===== src/rtl/frc_pkg.sv =====
package frc_pkg;

    localparam int PRE_W = 4;

    typedef enum logic [1:0] {
        REG_CNT_HI = 2'd0,
        REG_CNT_LO = 2'd1,
        REG_CTRL   = 2'd2,
        REG_STAT   = 2'd3
    } frc_reg_e;

    typedef enum logic [1:0] {
        DIV_1  = 2'd0,
        DIV_4  = 2'd1,
        DIV_8  = 2'd2,
        DIV_16 = 2'd3
    } frc_div_e;

    // Low prescaler bits that must all be ones for a tick.
    function automatic logic [PRE_W-1:0] div_mask(frc_div_e d);
        logic [PRE_W-1:0] m;
        unique case (d)
            DIV_1:   m = 4'h0;
            DIV_4:   m = 4'h3;
            DIV_8:   m = 4'h7;
            DIV_16:  m = 4'hF;
            default: m = 4'h0;
        endcase
        return m;
    endfunction

endpackage


===== src/rtl/frc_prescaler.sv =====
module frc_prescaler
    import frc_pkg::*;
(
    input  logic     clk,
    input  logic     rst_n,
    input  frc_div_e sel,
    output logic     tick
);

    logic [PRE_W-1:0] phase_q;
    logic [PRE_W-1:0] mask;

    always_ff @(posedge clk or negedge rst_n) begin
        if (!rst_n) phase_q <= '0;
        else        phase_q <= phase_q + 1'b1;
    end

    always_comb begin
        mask = div_mask(sel);
        tick = ((phase_q & mask) == mask);
    end

endmodule


===== src/rtl/frc_rate_lock.sv =====
module frc_rate_lock
    import frc_pkg::*;
#(
    parameter int WIN_CYCLES = 64
)(
    input  logic     clk,
    input  logic     rst_n,
    input  logic     ctrl_wr,
    input  frc_div_e wr_sel,
    output frc_div_e sel,
    output logic     shut
);

    localparam int WIN_W = (WIN_CYCLES > 1) ? $clog2(WIN_CYCLES) : 1;
    localparam logic [WIN_W-1:0] WIN_LAST = WIN_W'(WIN_CYCLES - 1);

    typedef enum logic {LK_OPEN, LK_SHUT} lock_state_e;

    lock_state_e      state_q, state_d;
    logic [WIN_W-1:0] win_q;
    logic             load_sel;

    // State register
    always_ff @(posedge clk or negedge rst_n) begin
        if (!rst_n) state_q <= LK_OPEN;
        else        state_q <= state_d;
    end

    // Next state: first_write / window_expired
    always_comb begin
        state_d = state_q;
        unique case (state_q)
            LK_OPEN: if (ctrl_wr || (win_q == WIN_LAST)) state_d = LK_SHUT;
            LK_SHUT: state_d = LK_SHUT;
            default: state_d = LK_OPEN;
        endcase
    end

    // Outputs
    always_comb begin
        load_sel = (state_q == LK_OPEN) && ctrl_wr;
        shut     = (state_q == LK_SHUT);
    end

    always_ff @(posedge clk or negedge rst_n) begin
        if (!rst_n) begin
            win_q <= '0;
            sel   <= DIV_1;
        end else begin
            if (state_q == LK_OPEN) win_q <= win_q + 1'b1;
            if (load_sel)           sel   <= wr_sel;
        end
    end

endmodule


===== src/rtl/frc_read_hold.sv =====
module frc_read_hold #(
    parameter int W = 8
)(
    input  logic         clk,
    input  logic         rst_n,
    input  logic         hi_rd,
    input  logic         lo_rd,
    input  logic [W-1:0] live_lo,
    output logic [W-1:0] lo_out
);

    typedef enum logic {RH_LIVE, RH_HELD} hold_state_e;

    hold_state_e  state_q, state_d;
    logic [W-1:0] hold_q;

    // State register and holding byte
    always_ff @(posedge clk or negedge rst_n) begin
        if (!rst_n) begin
            state_q <= RH_LIVE;
            hold_q  <= '0;
        end else begin
            state_q <= state_d;
            if (hi_rd) hold_q <= live_lo;
        end
    end

    // Next state: capture / recapture / release
    always_comb begin
        state_d = state_q;
        unique case (state_q)
            RH_LIVE: if (hi_rd) state_d = RH_HELD;
            RH_HELD: begin
                if (hi_rd)      state_d = RH_HELD;
                else if (lo_rd) state_d = RH_LIVE;
            end
            default: state_d = RH_LIVE;
        endcase
    end

    // Outputs
    always_comb begin
        lo_out = (state_q == RH_HELD) ? hold_q : live_lo;
    end

endmodule


===== src/rtl/frc_timer.sv =====
module frc_timer
    import frc_pkg::*;
#(
    parameter int BUS_W      = 8,
    parameter int WIN_CYCLES = 64
)(
    input  logic               clk,
    input  logic               rst_n,
    input  logic               rd_en,
    input  logic               wr_en,
    input  logic [1:0]         addr,
    input  logic [BUS_W-1:0]   wr_data,
    output logic [BUS_W-1:0]   rd_data,
    output logic [2*BUS_W-1:0] count,
    output logic               ovf_irq
);

    localparam int CNT_W = 2 * BUS_W;
    localparam int TOP_B = BUS_W - 1;

    frc_reg_e   reg_sel;
    frc_div_e   sel;
    logic       tick, wrap, lock_shut;
    logic       ctrl_wr, stat_wr, hi_rd, lo_rd;
    logic       ovf_en, ovf_flag;
    logic [CNT_W-1:0] cnt_q;
    logic [BUS_W-1:0] lo_byte;
    logic       unused_wr_bits;

    assign reg_sel        = frc_reg_e'(addr);
    assign ctrl_wr        = wr_en && (reg_sel == REG_CTRL);
    assign stat_wr        = wr_en && (reg_sel == REG_STAT);
    assign hi_rd          = rd_en && (reg_sel == REG_CNT_HI);
    assign lo_rd          = rd_en && (reg_sel == REG_CNT_LO);
    assign unused_wr_bits = ^wr_data[TOP_B-1:2];

    frc_rate_lock #(.WIN_CYCLES(WIN_CYCLES)) u_lock (
        .clk     (clk),
        .rst_n   (rst_n),
        .ctrl_wr (ctrl_wr),
        .wr_sel  (frc_div_e'(wr_data[1:0])),
        .sel     (sel),
        .shut    (lock_shut)
    );

    frc_prescaler u_pre (
        .clk   (clk),
        .rst_n (rst_n),
        .sel   (sel),
        .tick  (tick)
    );

    frc_read_hold #(.W(BUS_W)) u_hold (
        .clk     (clk),
        .rst_n   (rst_n),
        .hi_rd   (hi_rd),
        .lo_rd   (lo_rd),
        .live_lo (cnt_q[BUS_W-1:0]),
        .lo_out  (lo_byte)
    );

    assign wrap = tick && (cnt_q == {CNT_W{1'b1}});

    always_ff @(posedge clk or negedge rst_n) begin
        if (!rst_n) begin
            cnt_q    <= '0;
            ovf_en   <= 1'b0;
            ovf_flag <= 1'b0;
        end else begin
            if (tick)    cnt_q  <= cnt_q + 1'b1;
            if (ctrl_wr) ovf_en <= wr_data[TOP_B];
            if (wrap)                          ovf_flag <= 1'b1;
            else if (stat_wr && wr_data[TOP_B]) ovf_flag <= 1'b0;
        end
    end

    always_comb begin
        rd_data = '0;
        if (rd_en) begin
            unique case (reg_sel)
                REG_CNT_HI: rd_data = cnt_q[CNT_W-1:BUS_W];
                REG_CNT_LO: rd_data = lo_byte;
                REG_CTRL: begin
                    rd_data[TOP_B] = ovf_en;
                    rd_data[1:0]   = sel;
                end
                REG_STAT:   rd_data[TOP_B] = ovf_flag;
                default:    rd_data = '0;
            endcase
        end
    end

    assign count   = cnt_q;
    assign ovf_irq = ovf_flag && ovf_en;

endmodule


===== config.mk =====
export PLATFORM = sky130hd
export DESIGN_NAME = frc_timer
export DESIGN_NICKNAME = d
export VERILOG_FILES = /design/src/rtl/frc_pkg.sv /design/src/rtl/frc_prescaler.sv /design/src/rtl/frc_rate_lock.sv /design/src/rtl/frc_read_hold.sv /design/src/rtl/frc_timer.sv
export SDC_FILE = /design/constraint.sdc
export NUM_CORES = 1
export LEC_CHECK = 0
export BUFFER_PORTS_ARGS = -buffer_cell sky130_fd_sc_hd__buf_4
export CORE_MARGIN = 3
export CORE_UTILIZATION = 43
export CTS_CLUSTER_SIZE = 40
export DETAILED_ROUTE_END_ITERATION = 6
export PLACE_DENSITY = 0.67
export SLEW_MARGIN = 40
export SYNTH_ARGS = -nofsm -noshare
export SYNTH_HDL_FRONTEND = slang
export SYNTH_SLANG_ARGS = --single-unit

===== constraint.sdc =====
create_clock -name clk -period 1.18 [get_ports clk]
set_input_delay 0 -clock clk [delete_from_list [all_inputs] [get_ports clk]]
set_output_delay 0 -clock clk [all_outputs]
set_load 0.005 [all_outputs]

* Yosys cells after proc, flatten, opt, wreduce, memory -nomap -nowiden
Cells that the tools add are included.
** Storage, ports and cells
- Input bits :: 14
- Output and inout port bits :: 25
- Flip-flop bits (word level) :: 40
- Logic and storage cells :: 50
** Cells by class
- Reductions and logical operators :: 12
- Bitwise logic cells :: 3
- Mux-type cells :: 14
- Equal/unequal tests :: 9
- Add/subtract/negate cells :: 3
** Operators with widths (number)
- 16-bit by 1-bit adder with 16-bit output (second input constant) :: 1
- 16-bit equality test (second input constant) :: 1
- 8-bit 2-to-1 mux :: 2
- 4-bit one-hot mux with 4 select lines :: 1
- 5-bit one-hot mux with 2 select lines :: 1
- 2-bit equality test (second input constant) :: 4
- 1-bit logical AND :: 8
- 6-bit by 1-bit adder with 6-bit output (second input constant) :: 1
- 6-bit equality test (second input constant) :: 1
- 1-bit 2-to-1 mux :: 6
- 2-bit one-hot mux with 3 select lines :: 1
- 4-bit by 1-bit adder with 4-bit output (second input constant) :: 1
- 4-bit AND :: 1
- 2-bit by 1-bit equality test with 1-bit output (second input constant) :: 2
- 4-bit equality test :: 1
- 2-bit zero test :: 2
- 1-bit one-hot mux with 2 select lines :: 2
- 1-bit one-hot mux with 4 select lines :: 1
- 1-bit NOT :: 2
- 2-bit nonzero test :: 1
- 1-bit logical OR :: 1

* Longest topological paths before layout
Gate-level depths: netlist (run 1).
- Depth after elaboration :: 6
- Gate-level depth with buffers :: 5
- Depth with buffers taken out :: 5

* Cells and area by module
Synthesis (run 1) repeated with hierarchy kept, for this count alone.
** Second synthesis, totals
- Cells, all modules :: 155
- Area total of the unflattened synthesis :: 1989.4 µm²
** Modules (own cells, without submodules)
- frc_timer :: area an instance 943.4 µm², cells each 86, seq. area each 450.4 µm², times used 1
- frc_read_hold :: area an instance 500.5 µm², cells each 29, seq. area each 225.2 µm², times used 1
- frc_rate_lock :: area an instance 384.1 µm², cells each 26, seq. area each 225.2 µm², times used 1
- frc_prescaler :: area an instance 161.4 µm², cells each 14, seq. area each 100.1 µm², times used 1

* Worst setup path before layout (run 1)
OpenSTA, ideal clock, no wires.
- Path kind :: reg2reg
- From :: register cnt_q[3], in the netlist count[3]
- To :: register cnt_q[15], in the netlist count[15]
- Buffers on the path :: 0
- Required time :: 1.056 ns
- Library setup time :: 0.124 ns
- Clock period less this slack :: 1.267 ns
- Arrival :: 1.143 ns
- Cell stages (with the launch flop) :: 5
- Path slack :: -0.087 ns
- Cells stage by stage :: dfrtp_1 > nand4_4 > nor4_2 > nand4_1 > xnor2_1
** Between the ends
- Cells in the longest elaborated chain, start to end :: 1
** RTL lines
- start, declared :: line frc_timer.sv:26 : logic [CNT_W-1:0] cnt_q;
- start signal, assigned :: line frc_timer.sv:70 : if (tick) cnt_q <= cnt_q + 1'b1;
- 16-bit by 1-bit adder with 16-bit output :: line frc_timer.sv:70
Every way passes these cells.
A chain may end at the register's enable or synchronous reset.

* Worst setup path in the final report (run 1)
- From :: register u_hold.state_q
- To :: output rd_data[7]
** Between the ends
- Cells in the longest elaborated chain, start to end :: 3
** RTL lines
- start, declared :: line frc_read_hold.sv:14 : hold_state_e state_q, state_d;
- start signal, assigned :: line frc_read_hold.sv:23 : state_q <= state_d;
- 8-bit 2-to-1 mux :: line frc_read_hold.sv:43 : lo_out = (state_q == RH_HELD) ? hold_q : live_lo;
- 1-bit one-hot mux with 4 select lines :: line frc_timer.sv:80 : unique case (reg_sel)
- 8-bit 2-to-1 mux :: line frc_timer.sv:79 : if (rd_en) begin
- end, declared :: line frc_timer.sv:13 : output logic [BUS_W-1:0] rd_data,
Every way passes these cells.

==> flow_summary.ini, run 1 <==
[floorplan]
rows = 23
die_h_um = 73.6
die_w_um = 73.6
start_util = 0.468
core_sq_mm = 0.00420
die_area_sq_mm = 0.00542
ios = 39

[finish]
drive_above_1_share = 0.518
finalNetCount = 269
syn2layout_area_growth_pct = 47.8
mostFrequentLayoutCells = buf_4, dfrtp_1, xnor2_1
layout_commonest_cell = buf_4
final-instance-count-excl-fill = 303
post-route-cell-area_sq_mm = 0.00291
antenna_cells = 0
post-route-util = 0.692

[route]
ant_nets = 0
drcViolationCount = 0
vias_per_cell = 5.45
dr.pass1.iters = 4
wl_um = 4990
avgRoutedWirePerCell_um = 16.5
drtIter0Drc = 161
route.vias.total = 1650

[power]
power.leakage_nw = 1.34
peakVddDrop_mv = 1.20
totalPowerFinal_mw = 4.67
power.density_mw_per_mm2 = 1610

[setup_path]
crit_type = flop to output pin
cp_cell_sequence = nand2_1 -> o21ai_1 -> mux4_2 -> and2_4 -> buf_6
required_ps = 1180
critPathBufInv = 1
worstPathMaxFanout = 4
cp.arrival_ps = 1530
cp_slowest_cell = mux4_2
max_stage_delay_ps = 440
reg2reg_slack_ps = -190
end_kind = output pin
crit_family = multiplexers
startpoint_type = flop

[cts]
cts_inserted_buffers = 5
cts-root-buf = clkbuf_8
htreeDepth = 2
clk_latency_ps = 290
clkTransAtPathRegs_ps = 80
clockBufferDepth = 2
cts.sinks = 40
cts_tree = done

[synthesis]
yosysUniqueCellTypes = 34
yosysSeqAreaShare = 0.509
syn_area_sq_mm = 0.00197
syn-num-nets = 187
yosys_warnings = 0
synthArstFlopShare = 1.00
synth_edf_count = 0
syn_inst = 170
syn_avg_cell_area_sq_um = 11.6
yosys_register_bits = 40
synth_ff_type = dfrtp_1

[sta]
hold_viol_final = 0
final_critical_path_setup_slack_ps = -347
rsz0062_at_grt = yes
fin_skew_ps = 6.77
holdWs_ps = 73.0
worst_pin_slew_ps = 512
slew_headroom = 0.659
fmax_ghz = 0.655
slew_viol_final = 0
finalSetupViolCount = 25
min_period_over_period = 1.29
tns_ps = -3450
period_minus_slack_ps = 1530

[global_routing]
grt_pass1_wl_um = 8130
grt_max_degree = 41
grt-ovfl-total = 0
antenna_found_initial = 0
grt.total_usage = 0.196
first_global_vias = 1739

[run_status]
violations = setup timing
status = complete, but fails checks

[placement]
port_buffers = 33
dp_hpwl_um = 3480
place_area_sq_mm = 0.00257
gp_congestion = 0.837
dpl.cell_count = 286
place_ws_ps = -144

[worst_hold_path]
hold_path.class = input pin to flop

[job]
maxCapViolCount = 0
power by group:
group          leakage [nW]  internal, mW  switching (mW)
clock                0.0552         0.628           0.466
combinational         0.764         0.965           0.758
sequential            0.518          1.64           0.207
total                  1.34          3.24            1.43
worst reg2reg max path, delay by kind of cell (launching register included):
family	cells	cell delay, ps
xor+xnor	1	240
flops	1	400
simple gates	2	260
buf+inv	1	160
compound gates	1	220
layout make-up:
| type | count | area, sq um |
|---|---|---|
| fill | 306 | 1290 |
| multi-input combinational | 122 | 1070 |
| sequential | 40 | 1000 |
| timing repair buffer | 81 | 659 |
| clock buffer | 6 | 72.6 |
| tap | 50 | 62.6 |
| clock inverter | 2 | 35.0 |
| inverter | 2 | 7.51 |
registers in the layout (all words and copies together) (netlist names):
register	flops
ovf_flag	1
ovf_en	1
u_lock.sel	2
u_hold.hold_q	8
u_pre.phase_q	4
u_lock.shut	1
u_lock.win_q	6
count	16
u_hold.state_q	1
worst paths after layout:
kind / endpoint / depth (start not counted) / start
setup / recovery: rd_data[7] / 5 / u_hold.state_q
setup reg to reg: count[13] / 5 / u_lock.sel[1]
hold / removal: ovf_flag / 4 / addr[1]
max in group asynchronous: count[3] / 2 / rst_n
hold reg to reg: u_lock.win_q[4] / 1 / u_lock.win_q[4]
min in group asynchronous: u_lock.win_q[5] / 2 / rst_n
cell usage after synthesis, types with 3 or more instances:
cell type | count | area share
mux2_2 | 13 | 0.074
nand4_1 | 12 | 0.038
ha_1 | 3 | 0.019
a21oi_1 | 3 | 0.0076
nand3_1 | 8 | 0.020
nand2_1 | 11 | 0.021
xnor2_1 | 20 | 0.089
mux2i_1 | 7 | 0.036
nor2b_1 | 5 | 0.016
a211oi_1 | 7 | 0.027
dfrtp_1 | 40 | 0.51
nor2_1 | 12 | 0.023
kinds of logic (layout without fill, tap and decap cells):
group / count (synthesis) / after routing / synth area share
DFF: 40 / 40 / 0.509
and+or+nand+nor: 60 / 60 / 0.174
muxes: 21 / 21 / 0.122
adders and majority gates: 3 / 3 / 0.0191
AOI/OAI and AO/OA: 16 / 16 / 0.0585
xor gates and xnor gates: 22 / 22 / 0.0980
buffers and inverters: 8 / 91 / 0.0204
repair_timing:
item | 4_1_cts | 5_1_grt
buffers inserted | 1 | 3
gates cloned | 1 | 0
endpoints found under the hold margin | 44 | 0
resized for setup | 15 | 17
endpoints found under the setup margin | 24 | 26
pin swaps | 24 | 11
hold buffers | 5 | 0
metal layers:
| metal | vias to the layer above | wire length [um] | global-route usage |
|---|---|---|---|
| met2 | 45 | 2540 | 0.328 |
| li1 | 773 | - | - |
| met3 | 6 | 223 | 0.0438 |
| met5 | - | 0 | 0 |
| met4 | 0 | 74 | 0.0543 |
| met1 | 826 | 2150 | 0.255 |
No activity file was read; power rests on OpenSTA's default activity.
==> run 2, diff against run 1 <==
- CTS_CLUSTER_DIAMETER: unset -> 40
- PLACE_DENSITY: 0.67 -> 0.77
==> flow_summary.ini, run 2 (synthesized netlist as in run 1, its figures left out) <==
[finish]
finalNetCount = 274
syn2layout_area_growth_pct = 54.1
mostFrequentLayoutCells = buf_4, dfrtp_1, xnor2_1
layout_commonest_cell = buf_4
drive_above_1_share = 0.539
post-route-util = 0.722
nFillCells = 271
largest_reg_flops = 16
antenna_cells = 0

[sta]
period_minus_slack_ps = 1540
fin_skew_ps = 4.82
final_critical_path_setup_slack_ps = -362
rsz0062_at_grt = yes
min_period_over_period = 1.31
hold_viol_final = 0
slew_headroom = 0.659
worst_pin_slew_ps = 511
fmax_ghz = 0.649
finalSetupViolCount = 25
slew_viol_final = 0

[cts]
clkTransAtPathRegs_ps = 80
cts-root-buf = clkbuf_8
cts_inserted_buffers = 5
htreeDepth = 2
clockBufferDepth = 2
cts.sinks = 40
clk_latency_ps = 290
cts_tree = done

[global_routing]
first_global_vias = 1650
antenna_found_initial = 0
grt.total_usage = 0.197
grt_pass1_wl_um = 8030
grt-ovfl-total = 0
grt_max_degree = 41

[power]
peakVddDrop_mv = 1.16
totalPowerFinal_mw = 4.74
power.leakage_nw = 1.37
sw_frac_of_total = 0.321
pwr-share-comb = 0.407
p_clk_frac = 0.198
power.density_mw_per_mm2 = 1560
sequentialPowerShare = 0.395
power.net_switching_mw = 1.52
p_int_mw = 3.22

[route]
route.vias.total = 1675
drcViolationCount = 0
ant_nets = 0
wl_um = 5240
dr.pass1.iters = 4
avgRoutedWirePerCell_um = 17.0
drtIter0Drc = 166
vias_per_cell = 5.44

[setup_path]
required_ps = 1180
crit_type = flop to output pin
cp.arrival_ps = 1540
end_kind = output pin
cp_cell_sequence = nand2_1 -> o21ai_1 -> mux4_2 -> and2_4 -> buf_6
max_stage_delay_ps = 450
crit_family = multiplexers
reg2reg_slack_ps = -250
critPathBufInv = 1
cp_slowest_cell = mux4_2
worstPathMaxFanout = 4
startpoint_type = flop

[worst_hold_path]
hold_path.class = input pin to flop

[floorplan]
die_area_sq_mm = 0.00542
ios = 39
die_h_um = 73.6
die_w_um = 73.6
rows = 23
start_util = 0.468
core_sq_mm = 0.00420

[job]
maxCapViolCount = 0

[placement]
gp_congestion = 0.872
place_ws_ps = -135
port_buffers = 33
dp_hpwl_um = 3300

[run_status]
status = complete, but fails checks
violations = setup timing
==> run 2: cell types whose count changed in the layout (fill, tap and decap cells not counted), moves of 2 or more <==
cell / previous run / this run
mux2i_2: 4 / 2
nand3_4: 3 / 5
a211oi_1: 3 / 1
nand2_4: 0 / 2
buf_12: 1 / 3
buf_6: 7 / 10
a211oi_2: 4 / 6
==> run 2: layer usage <==
layer	part of all wire	vias to the layer above	GRT usage	routed length, um
li1	-	775	-	-
met4	0.031	0	0.0865	161
met5	0	-	0	0
met2	0.50	65	0.321	2630
met1	0.42	819	0.263	2220
met3	0.042	16	0.0233	221
==> run 2: per-stage QoR <==
stage / cells / cell area (sq um) / setup TNS, ps / hold slack, ps
after floorplan: 170 / 2000 / -787 / -296
after global placement: 285 / 2580 / -650 / 4.60
after detailed placement: 285 / 2580 / -1640 / 10.2
after CTS: 305 / 2920 / -5070 / 94.7
after global routing: 308 / 3030 / -6790 / 115
final: 308 / 3030 / -5020 / 92.0
==> run 2: power groups by stage <==
stage / Combinational (mW) / Clock [mW] / Sequential (mW)
after detailed placement: 1.41 / 0 / 1.86
after floorplan: 0.604 / 0 / 1.93
after global placement: 1.38 / 0 / 1.83
final: 1.93 / 0.939 / 1.87
after global routing: 2.06 / 0.995 / 1.90
after CTS: 1.72 / 0.954 / 1.84
==> run 2: timing repair <==
action | CTS | global route
resized for setup | 25 | 20
setup buffers | 6 | 4
hold buffers | 5 | 0
pin swaps | 26 | 19
gates cloned | 1 | 0
setup endpoints to repair | 25 | 28
hold endpoints to repair | 44 | 0
==> run 2: path summary, 6_finish.rpt <==
kind,startpoint,to,depth (start not counted)
max,u_hold.state_q,rd_data[7],5
min,addr[1],ovf_flag,4
max reg2reg,count[1],count[6],7
min reg2reg,u_lock.win_q[4],u_lock.win_q[4],1
max in group asynchronous,rst_n,count[3],2
min in group asynchronous,rst_n,u_pre.phase_q[2],2
==> run 2: final cells by class <==
cell class / count / area [sq um] / share of cell area
Inverter: 2 / 7.51 / 0.00248
Sequential cell: 40 / 1000 / 0.331
Timing Repair Buffer: 86 / 753 / 0.248
Clock buffer: 8 / 90.1 / 0.0297
Multi-Input combinational cell: 122 / 1110 / 0.368
Tap cell: 50 / 62.6 / 0.0206
==> run 2: tightest hold or removal path, delay by kind of cell <==
kind / cells / cell delay [ps]
AOI/OAI and AO/OA: 1 / 60
buffers and inverters: 1 / 140
and+or+nand+nor: 2 / 140
==> run 3, diff against run 2 <==
- PLACE_DENSITY: 0.77 -> 0.78
==> flow_summary.ini, run 3 (synthesized netlist as in run 1, its figures left out) <==
[global_routing]
grt_max_degree = 41
grt.total_usage = 0.187
first_global_vias = 1635
gr-max-usage-layer = met2
antenna_found_initial = 0
use_met1 = 0.232
met3_usage = 0.0410
use_met2 = 0.320
grt_pass1_wl_um = 7580
grt-ovfl-total = 0

[sta]
fmax_ghz = 0.636
rsz0062_at_grt = yes
final_critical_path_setup_slack_ps = -393
slew_headroom = 0.665
period_minus_slack_ps = 1570
worst_pin_slew_ps = 502
finalSetupViolCount = 26
min_period_over_period = 1.33
holdWs_ps = 50.3
hold_viol_final = 0
fin_skew_ps = 8.37
slew_viol_final = 0

[cts]
cts.sinks = 40
cts_tree = done
htreeDepth = 2
cts-root-buf = clkbuf_8
clockBufferDepth = 2
cts_inserted_buffers = 5
clkTransAtPathRegs_ps = 80
clk_latency_ps = 300

[finish]
drive_above_1_share = 0.520
nFillCells = 295
ff_latch_area_sq_mm = 0.00100
multiInputGateArea_sq_mm = 0.00107
layout_commonest_cell = buf_4
antenna_cells = 0
mostFrequentLayoutCells = buf_4, dfrtp_1, xnor2_1
largest_reg_flops = 16
finalNetCount = 270
syn2layout_area_growth_pct = 48.3

[floorplan]
rows = 23
start_util = 0.468
die_w_um = 73.6
die_area_sq_mm = 0.00542
core_sq_mm = 0.00420
ios = 39
die_h_um = 73.6

[setup_path]
reg2reg_from = count[7]
startpoint_type = flop
crit_type = flop to output pin
end_kind = output pin
worstReg2RegEnd = count[13]
worstPathMaxFanout = 2
required_ps = 1180
reg2reg_slack_ps = -240
crit_start = count[7]
cp.arrival_ps = 1570
rr_worst_depth = 5
crit_path_end = rd_data[7]

[placement]
port_buffers = 33
gp_congestion = 0.792
dp_hpwl_um = 3170
place_ws_ps = -89.4

[power]
power.density_mw_per_mm2 = 1520
power.leakage_nw = 1.33
peakVddDrop_mv = 1.01
totalPowerFinal_mw = 4.44

[worst_hold_path]
min-delay-start = addr[1]
hold_path.class = input pin to flop
hold_depth = 4

[route]
wl_um = 4760
ant_nets = 0
drcViolationCount = 0
drtIter0Drc = 133
avgRoutedWirePerCell_um = 15.7
route.vias.total = 1608
dr.pass1.iters = 4
vias_per_cell = 5.29

[run_status]
status = complete, but fails checks
violations = setup timing

[job]
maxCapViolCount = 0
[run 3: cell count changes in the layout (fill, tap and decap cells not counted), moves of 2 or more]
cell | previous run | this run
buf_12 | 3 | 1
buf_4 | 67 | 64
buf_6 | 10 | 12
nand3_2 | 1 | 3
nand3_4 | 5 | 2
[run 3: how the worst min path moves through the flow]
| stage | to | slack (ps) |
|---|---|---|
| floorplan | count[0] | -300 |
| global placement | u_pre.phase_q[1] | 3 |
| detailed placement | u_pre.phase_q[0] | 6 |
| CTS | ovf_flag | 60 |
| global route | ovf_flag | 70 |
| finish | ovf_flag | 50 |
[run 3: area by class of cell]
| cell class | instances | share of cell area |
|---|---|---|
| tap | 50 | 0.0215 |
| multi-input combinational | 122 | 0.366 |
| inverter | 2 | 0.00257 |
| sequential | 40 | 0.344 |
| timing repair buffer | 82 | 0.235 |
| clock buffer | 8 | 0.0309 |
[run 3: worst max-delay path, stage by stage, from the launching register on]
cell     delay [ps]
dfrtp_1         410
inv_2            80
o21ai_1          80
mux4_2          450
and2_4          150
buf_6           100
[run 3: per-stage QoR]
stage	instances	util	instance area (sq um)	setup TNS, ps
4_1_cts	304	0.677	2840	-3540
3_3_place_gp	284	0.612	2570	-356
3_5_place_dp	284	0.612	2570	-740
6_report	304	0.694	2920	-3990
2_1_floorplan	170	-	2000	-787
5_1_grt	304	0.694	2920	-5680
[run 3: layer usage]
metal / routed length (um) / vias to the layer above
li1: - / 767
met1: 2030 / 796
met2: 2480 / 38
met3: 197 / 7
met4: 58 / 0
met5: 0 / -
[run 3: power by group]
| group | internal, mW | leakage, nW | switching (mW) |
|---|---|---|---|
| clock | 0.477 | 0.0455 | 0.464 |
| combinational | 0.947 | 0.772 | 0.718 |
| sequential | 1.64 | 0.518 | 0.187 |
[run 3: what timing repair did]
item	CTS	global route
resized for setup	17	25
hold buffers	5	0
gates cloned	1	0
buffers inserted	7	4
setup endpoints to repair	24	25
endpoints found under the hold margin	44	0
pin swaps	21	20
